### config.mk
export PLATFORM = sky130hd
export DESIGN_NAME = tapdly_prog
export DESIGN_NICKNAME = d
export VERILOG_FILES = /design/src/rtl/tapdly_pkg.sv /design/src/rtl/tapdly_mode_lut.sv /design/src/rtl/tapdly_divider.sv /design/src/rtl/tapdly_seq.sv /design/src/rtl/tapdly_prog.sv
export SDC_FILE = /design/constraint.sdc
export NUM_CORES = 1
export LEC_CHECK = 0
export ABC_CLOCK_PERIOD_IN_PS = 2200
export CAP_MARGIN = 20
export CORE_MARGIN = 3
export CORE_UTILIZATION = 60
export CTS_CLUSTER_DIAMETER = 40
export DETAILED_ROUTE_END_ITERATION = 10
export DONT_BUFFER_PORTS = 1
export GPL_TIMING_DRIVEN = 0
export PLACE_DENSITY = 0.84
export SLEW_MARGIN = 20
export SYNTH_ARGS = -nofsm -noshare
export SYNTH_HDL_FRONTEND = slang
export SYNTH_SLANG_ARGS = --single-unit
### constraint.sdc
create_clock -name clk -period 2.2 [get_ports clk]
set_input_delay 0.44 -clock clk [delete_from_list [all_inputs] [get_ports clk]]
set_output_delay 0.44 -clock clk [all_outputs]
set_load 0.005 [all_outputs]
### src/rtl/tapdly_pkg.sv
package tapdly_pkg;

  localparam int MODE_W  = 4;
  localparam int DEG_W   = 9;
  localparam int TMAX_W  = 7;
  localparam int PROD_W  = DEG_W + TMAX_W;
  localparam int DEG_DEN = 360;
  localparam int ICODE_W = 8;
  localparam int OCODE_W = 6;

  localparam logic [MODE_W-1:0] MD_LEGACY = 4'd0;
  localparam logic [MODE_W-1:0] MD_MMC_HS = 4'd1;
  localparam logic [MODE_W-1:0] MD_SD_HS  = 4'd2;
  localparam logic [MODE_W-1:0] MD_SDR12  = 4'd3;
  localparam logic [MODE_W-1:0] MD_SDR25  = 4'd4;
  localparam logic [MODE_W-1:0] MD_SDR50  = 4'd5;
  localparam logic [MODE_W-1:0] MD_SDR104 = 4'd6;
  localparam logic [MODE_W-1:0] MD_DDR50  = 4'd7;
  localparam logic [MODE_W-1:0] MD_DDR52  = 4'd8;
  localparam logic [MODE_W-1:0] MD_HS200  = 4'd9;
  localparam logic [MODE_W-1:0] MD_HS400  = 4'd10;

  typedef enum logic [3:0] {
    SQ_IDLE,
    SQ_CALC,
    SQ_IN_WIN,
    SQ_IN_EN,
    SQ_IN_SEL,
    SQ_IN_CLOSE,
    SQ_OUT_EN,
    SQ_OUT_SEL,
    SQ_FIN
  } seq_state_e;

endpackage

### src/rtl/tapdly_mode_lut.sv
module tapdly_mode_lut
  import tapdly_pkg::*;
#(
  parameter int IN_TAPS_50  = 120,
  parameter int IN_TAPS_100 = 60,
  parameter int IN_TAPS_200 = 30,
  parameter int OUT_TAPS_50  = 30,
  parameter int OUT_TAPS_100 = 15,
  parameter int OUT_TAPS_200 = 8
) (
  input  logic [MODE_W-1:0] mode,
  output logic [TMAX_W-1:0] in_taps,
  output logic [TMAX_W-1:0] out_taps
);

  typedef enum logic [1:0] {GRP_NONE, GRP_50, GRP_100, GRP_200} speed_grp_e;

  speed_grp_e grp;

  // Classify the mode by its card clock rate.
  always_comb begin
    unique case (mode)
      MD_MMC_HS, MD_SD_HS, MD_SDR25, MD_DDR50, MD_DDR52: grp = GRP_50;
      MD_SDR50:                                          grp = GRP_100;
      MD_SDR104, MD_HS200:                               grp = GRP_200;
      default:                                           grp = GRP_NONE;
    endcase
  end

  always_comb begin
    unique case (grp)
      GRP_50: begin
        in_taps  = TMAX_W'(IN_TAPS_50);
        out_taps = TMAX_W'(OUT_TAPS_50);
      end
      GRP_100: begin
        in_taps  = TMAX_W'(IN_TAPS_100);
        out_taps = TMAX_W'(OUT_TAPS_100);
      end
      GRP_200: begin
        in_taps  = TMAX_W'(IN_TAPS_200);
        out_taps = TMAX_W'(OUT_TAPS_200);
      end
      default: begin
        in_taps  = '0;
        out_taps = '0;
      end
    endcase
  end

endmodule

### src/rtl/tapdly_divider.sv
module tapdly_divider #(
  parameter int NUM_W = 16,
  parameter int DEN   = 360,
  parameter int OUT_W = 8
) (
  input  logic             clk,
  input  logic             rst_n,
  input  logic             start,
  input  logic [NUM_W-1:0] num,
  output logic [OUT_W-1:0] quo,
  output logic             rdy
);

  localparam int REM_W = $clog2(DEN) + 1;
  localparam int CNT_W = $clog2(NUM_W + 1);
  localparam int MAX_Q = ((2 ** NUM_W) - 1) / DEN;

  logic [NUM_W-1:0] acc;
  logic [REM_W-1:0] rem;
  logic [CNT_W-1:0] cnt;
  logic [REM_W:0]   trial;
  logic             qbit;
  logic [REM_W-1:0] rem_nxt;

  // One restoring step per cycle: bring in the next dividend bit.
  always_comb begin
    trial = {rem, acc[NUM_W-1]};
    qbit  = (trial >= (REM_W+1)'(DEN));
    if (qbit) rem_nxt = REM_W'(trial - (REM_W+1)'(DEN));
    else      rem_nxt = trial[REM_W-1:0];
  end

  always_ff @(posedge clk or negedge rst_n) begin
    if (!rst_n) begin
      acc <= '0;
      rem <= '0;
      cnt <= '0;
    end else if (start) begin
      acc <= num;
      rem <= '0;
      cnt <= CNT_W'(NUM_W);
    end else if (cnt != '0) begin
      acc <= {acc[NUM_W-2:0], qbit};
      rem <= rem_nxt;
      cnt <= cnt - 1'b1;
    end
  end

  assign quo = acc[OUT_W-1:0];
  assign rdy = (cnt == '0);

  AST_QUO_BOUND: assert property (@(posedge clk) disable iff (!rst_n)
    rdy |-> (acc <= NUM_W'(MAX_Q)));

  AST_CNT_RUN: assert property (@(posedge clk) disable iff (!rst_n)
    start |=> (cnt == CNT_W'(NUM_W)));

endmodule

### src/rtl/tapdly_seq.sv
module tapdly_seq
  import tapdly_pkg::*;
(
  input  logic               clk,
  input  logic               rst_n,
  input  logic               accept,
  input  logic               ver_ok,
  input  logic               div_rdy,
  input  logic [ICODE_W-1:0] in_code,
  input  logic [OCODE_W-1:0] out_code,
  output logic               in_win,
  output logic               in_en,
  output logic [ICODE_W-1:0] in_sel,
  output logic               out_en,
  output logic [OCODE_W-1:0] out_sel,
  output logic               busy,
  output logic               done
);

  seq_state_e state;
  logic       ver_lat;

  always_ff @(posedge clk or negedge rst_n) begin
    if (!rst_n) begin
      state   <= SQ_IDLE;
      ver_lat <= 1'b0;
      in_win  <= 1'b0;
      in_en   <= 1'b0;
      in_sel  <= '0;
      out_en  <= 1'b0;
      out_sel <= '0;
    end else begin
      unique case (state)
        SQ_IDLE: begin
          if (accept) begin
            state   <= SQ_CALC;
            ver_lat <= ver_ok;
          end
        end
        SQ_CALC: begin
          if (div_rdy) state <= ver_lat ? SQ_IN_WIN : SQ_FIN;
        end
        SQ_IN_WIN: begin
          in_win <= 1'b1;
          state  <= SQ_IN_EN;
        end
        SQ_IN_EN: begin
          in_en <= 1'b1;
          state <= SQ_IN_SEL;
        end
        SQ_IN_SEL: begin
          in_sel <= in_code;
          state  <= SQ_IN_CLOSE;
        end
        SQ_IN_CLOSE: begin
          in_win <= 1'b0;
          state  <= SQ_OUT_EN;
        end
        SQ_OUT_EN: begin
          out_en <= 1'b1;
          state  <= SQ_OUT_SEL;
        end
        SQ_OUT_SEL: begin
          out_sel <= out_code;
          state   <= SQ_FIN;
        end
        SQ_FIN: state <= SQ_IDLE;
        default: state <= SQ_IDLE;
      endcase
    end
  end

  assign busy = (state != SQ_IDLE);
  assign done = (state == SQ_FIN);

  AST_SEL_IN_WINDOW: assert property (@(posedge clk) disable iff (!rst_n)
    !$stable(in_sel) |-> in_win);

  AST_OUT_AFTER_IN: assert property (@(posedge clk) disable iff (!rst_n)
    !$stable(out_sel) |-> (out_en && !in_win));

  AST_NOVER_QUIET: assert property (@(posedge clk) disable iff (!rst_n)
    !$stable(in_win) |-> ver_lat);

  AST_DONE_PULSE: assert property (@(posedge clk) disable iff (!rst_n)
    done |=> !done);

endmodule

### src/rtl/tapdly_prog.sv
module tapdly_prog
  import tapdly_pkg::*;
(
  input  logic         clk,
  input  logic         rst_n,
  input  logic         req_valid,
  output logic         req_ready,
  input  logic [3:0]   req_mode,
  input  logic [8:0]   req_in_deg,
  input  logic [8:0]   req_out_deg,
  input  logic         req_ver_ok,
  output logic [9:0]   in_reg,
  output logic [6:0]   out_reg,
  output logic         busy,
  output logic         done
);

  logic [TMAX_W-1:0]  in_taps;
  logic [TMAX_W-1:0]  out_taps;
  logic [PROD_W-1:0]  in_prod;
  logic [PROD_W-1:0]  out_prod;
  logic [ICODE_W-1:0] in_code;
  logic [OCODE_W-1:0] out_code;
  logic               in_rdy;
  logic               out_rdy;
  logic               accept;
  logic               in_win;
  logic               in_en;
  logic [ICODE_W-1:0] in_sel;
  logic               out_en;
  logic [OCODE_W-1:0] out_sel;

  assign req_ready = !busy;
  assign accept    = req_valid && req_ready;

  tapdly_mode_lut u_lut (
    .mode     (req_mode),
    .in_taps  (in_taps),
    .out_taps (out_taps)
  );

  assign in_prod  = PROD_W'(req_in_deg)  * PROD_W'(in_taps);
  assign out_prod = PROD_W'(req_out_deg) * PROD_W'(out_taps);

  tapdly_divider #(.NUM_W(PROD_W), .DEN(DEG_DEN), .OUT_W(ICODE_W)) u_div_in (
    .clk   (clk),
    .rst_n (rst_n),
    .start (accept),
    .num   (in_prod),
    .quo   (in_code),
    .rdy   (in_rdy)
  );

  tapdly_divider #(.NUM_W(PROD_W), .DEN(DEG_DEN), .OUT_W(OCODE_W)) u_div_out (
    .clk   (clk),
    .rst_n (rst_n),
    .start (accept),
    .num   (out_prod),
    .quo   (out_code),
    .rdy   (out_rdy)
  );

  tapdly_seq u_seq (
    .clk      (clk),
    .rst_n    (rst_n),
    .accept   (accept),
    .ver_ok   (req_ver_ok),
    .div_rdy  (in_rdy && out_rdy),
    .in_code  (in_code),
    .out_code (out_code),
    .in_win   (in_win),
    .in_en    (in_en),
    .in_sel   (in_sel),
    .out_en   (out_en),
    .out_sel  (out_sel),
    .busy     (busy),
    .done     (done)
  );

  assign in_reg  = {in_win, in_en, in_sel};
  assign out_reg = {out_en, out_sel};

  AST_ACCEPT_BUSY: assert property (@(posedge clk) disable iff (!rst_n)
    (req_valid && req_ready) |=> busy);

  AST_IGNORE_BUSY: assert property (@(posedge clk) disable iff (!rst_n)
    (busy && !done) |=> busy);

endmodule

==> impl_metrics.env <==
export IMPL_status="complete, but fails checks"
export IMPL_violations="negative hold slack, negative setup slack"
export IMPL_cp_max_fo=4
export IMPL_max_freq_mhz=202
export IMPL_fin_ws_ns=-2.75
export IMPL_dpl_cell_area_sq_mm=0.00776
export IMPL_grt_pass1_vias=6324
export IMPL_routed_via_density=6.21
export IMPL_worstPathRequired_ns=2.45
export IMPL_rows=39
export IMPL_ys_warn_count=0
export IMPL_htree_num_levels=3
export IMPL_hold_ws_ns=-0.207
export IMPL_tritoncts="built"
export IMPL_avgSynthCellArea_sq_um=9.33
export IMPL_p_seq_share_pct=27.3
export IMPL_netlist_instances=769
export IMPL_antenna_left=0
export IMPL_synth_cell_type_count=55
export IMPL_cp_start_kind="input pin"
export IMPL_dp_hpwl_mm=12.2
export IMPL_synth_ff_type="dfrtp_1"
export IMPL_vdd_drop_max_v=0.000504
export IMPL_synth_enable_flop_cells=0
export IMPL_totalWireLength_mm=19.7
export IMPL_critPathLaunch="req_mode[1]"
export IMPL_hp_class="in2async"
export IMPL_drtIter0Drc=528
export IMPL_place_congestion=0.922
export IMPL_die_x_um=115
export IMPL_core_sq_mm=0.0116
export IMPL_syn_to_final_growth_pct=24.0
export IMPL_dp_cells=912
export IMPL_path_clk_slew_ns=0.06
export IMPL_final_setup_tns_ns=-54.97
export IMPL_design_area_sq_mm=0.00889
export IMPL_utilization_pct=76.9
export IMPL_slew_viol_final=0
export IMPL_drive_above_1_share_pct=25.9
export IMPL_clockBufferDepth=2
export IMPL_finClkSkew_ns=0.00578
export IMPL_tightest_slew_ns=0.554
export IMPL_p_leak_uw=0.00410
export IMPL_final_cell_mix="99 x nand2_1, 84 x dfrtp_1, 51 x inv_1, 49 x nor2_1, 46 x fa_1"
export IMPL_critical_path_buf_inv_count=4
export IMPL_grt_usage_pct=30.1
export IMPL_cts_sinks=84
export IMPL_die_height_um=115
export IMPL_synth_seq_cells=84
export IMPL_ctsRootBufferMaster="clkbuf_16"
export IMPL_port_buffers=0
export IMPL_clk_insertion_delay_late_ns=0.34
export IMPL_period_share_pct=225
export IMPL_period_minus_slack_ns=4.95
export IMPL_switching_share_pct=42.2
export IMPL_synth_area_sq_mm=0.00717
export IMPL_p_comb_share_pct=58.3
export IMPL_crit_path_max_incr_delay_ns=0.57
export IMPL_grt_max_degree=85
export IMPL_grt_overflow=0
export IMPL_setup_viol=26
export IMPL_slew_limit_headroom_pct=63.1
export IMPL_drc=0
export IMPL_clock_power_share_pct=14.4
export IMPL_start_util_pct=62.0
export IMPL_synth_seq_area_share_pct=29.3
export IMPL_drtPass1Iterations=5
export IMPL_powerDensity_mw_per_mm2=1240
export IMPL_synthArstFlopShare_pct=100
export IMPL_drv_cap=0
export IMPL_hold_viol_final=84
export IMPL_fin_cells=974
export IMPL_arrival_ns=5.20
export IMPL_path_class="in2reg"
export IMPL_final_nets=973
export IMPL_crit_family="adder cells"
export IMPL_p_switching_uw=4670
export IMPL_final_common_cell="nand2_1"
export IMPL_ios=46
export IMPL_grt_pass1_wl_mm=31.5
export IMPL_cp_slowest_cell="fa_1"
export IMPL_synth_nets=916
export IMPL_r2r_start="u_div_in.cnt[0]"
export IMPL_worst_setup_path_end_kind="flop"
export IMPL_rsz0062_at_grt="true"
export IMPL_num_vias=6053
export IMPL_cts_made_buffers=9
export IMPL_crit_chain="inv_12 > ha_4 > nor2b_4 > a211oi_2 > a21o_1 > buf_6 > ha_4 > clkbuf_16 > nand2_4 > fa_1 > fa_1 > inv_2 > fa_1 > ha_4 > fa_2 > a21o_1 > a311o_1 > a311oi_2 > xnor2_1 > nor2_1 > a31oi_1"
export IMPL_wl_per_cell_um=20.3
export IMPL_die_area_sq_mm=0.0133
export IMPL_antennaDiodeCount=0
export IMPL_p_int_uw=6380
export IMPL_antenna_found_initial=0
logic make-up after synthesis:
kind of cell	count (synthesis)	synth area share, %
AOI/OAI and AO/OA	138	12.3
xor gates and xnor gates	30	3.66
adders and majority gates	121	26.3
buffers and inverters	96	5.30
DFF	84	29.3
muxes	30	4.47
and+or+nand+nor	270	18.6
power by group through the flow:
stage          logic (uW)  registers (uW)  clock network, uW
6_report             6440            3020               1600
5_1_grt              6980            3120               1680
4_1_cts              6010            2980               1610
3_5_place_dp         5270            2970                  0
3_3_place_gp         4970            2930                  0
2_1_floorplan        4290            2790                  0
synthesized netlist by cell type (3+ instances only):
cell	number	area share [%]
nand2_1	104	5.4
dfrtp_1	84	29
ha_1	71	12
inv_1	64	3.3
nor2_1	54	2.8
fa_1	50	14
a21oi_1	43	3.0
and2_1	41	3.6
o21ai_0	33	2.3
clkbuf_1	22	1.2
xnor2_1	22	2.7
mux2_2	16	2.5
nor2b_1	16	1.4
a31oi_1	15	1.3
mux2i_1	14	2.0
nor3_1	11	0.77
a211oi_1	9	0.94
nand2b_1	9	0.78
a21o_1	8	0.84
nand3_1	8	0.56
xor2_1	8	0.98
buf_2	7	0.49
nand3b_1	4	0.42
a311o_1	3	0.42
and3_1	3	0.26
buf_4	3	0.31
nor3b_1	3	0.31
nor4_1	3	0.26
o21bai_1	3	0.31
o31ai_1	3	0.31
per-stage QoR:
| stage | setup slack, ns | power (uW) |
|---|---|---|
| final | -2.75 | 11100 |
| after global routing | -2.85 | 11800 |
| after CTS | -2.61 | 10600 |
| after detailed placement | -3.17 | 8240 |
| after global placement | -3.06 | 7900 |
| after floorplan | -2.70 | 7070 |
final cells by class:
type | count | area [sq um]
Fill cell | 661 | 2670
Sequential cell | 84 | 2100
Inverter | 64 | 255
Timing Repair Buffer | 48 | 442
Buffer | 30 | 213
Clock buffer | 12 | 267
Clock inverter | 4 | 55.1
Multi-Input combinational cell | 589 | 5380
Tap cell | 143 | 179
what timing repair did:
item	CTS	global route
hold endpoints to repair	84	84
pin swaps	62	14
gates resized for setup	98	17
setup endpoints to repair	54	56
setup buffers	41	8
path summary, 6_finish.rpt:
kind | endpoint | slack (ns) | cells after the start
max in group asynchronous | u_div_out.rem[4] | 2.31 | 0
max reg2reg | u_div_in.acc[5] | 0.08 | 6
max | u_div_in.acc[13] | -2.75 | 21
min in group clk | u_seq.ver_lat | 0.21 | 2
min reg2reg | u_seq.in_en | 0.47 | 2
min | u_seq.out_en | -0.21 | 0
worst register-to-register path, cell delays in order, from the launching register on:
cell and delay, ns:
dfrtp_1 0.38, inv_1 0.13, ha_1 0.24, nor4b_4 0.47, buf_2 0.37, mux2i_1 0.30
o21ai_1 0.10
flip-flops by register name, indices dropped and copies added, names as in the netlist, 4 cells and up:
name,count
u_div_in.acc,16
u_div_out.acc,16
u_div_in.rem,10
u_div_out.rem,10
u_seq.in_sel,8
u_seq.out_sel,6
u_div_in.cnt,5
u_div_out.cnt,5
u_seq.state,4
metal layers:
metal	track usage (%)	part of all wire [%]	up-vias
met5	0	0	-
met4	16.6	5.5	0
met3	4.89	5.1	87
met2	53.0	51	256
met1	34.9	38	3007
li1	-	-	2703
Note: power is estimated with default switching activity, not from simulation.
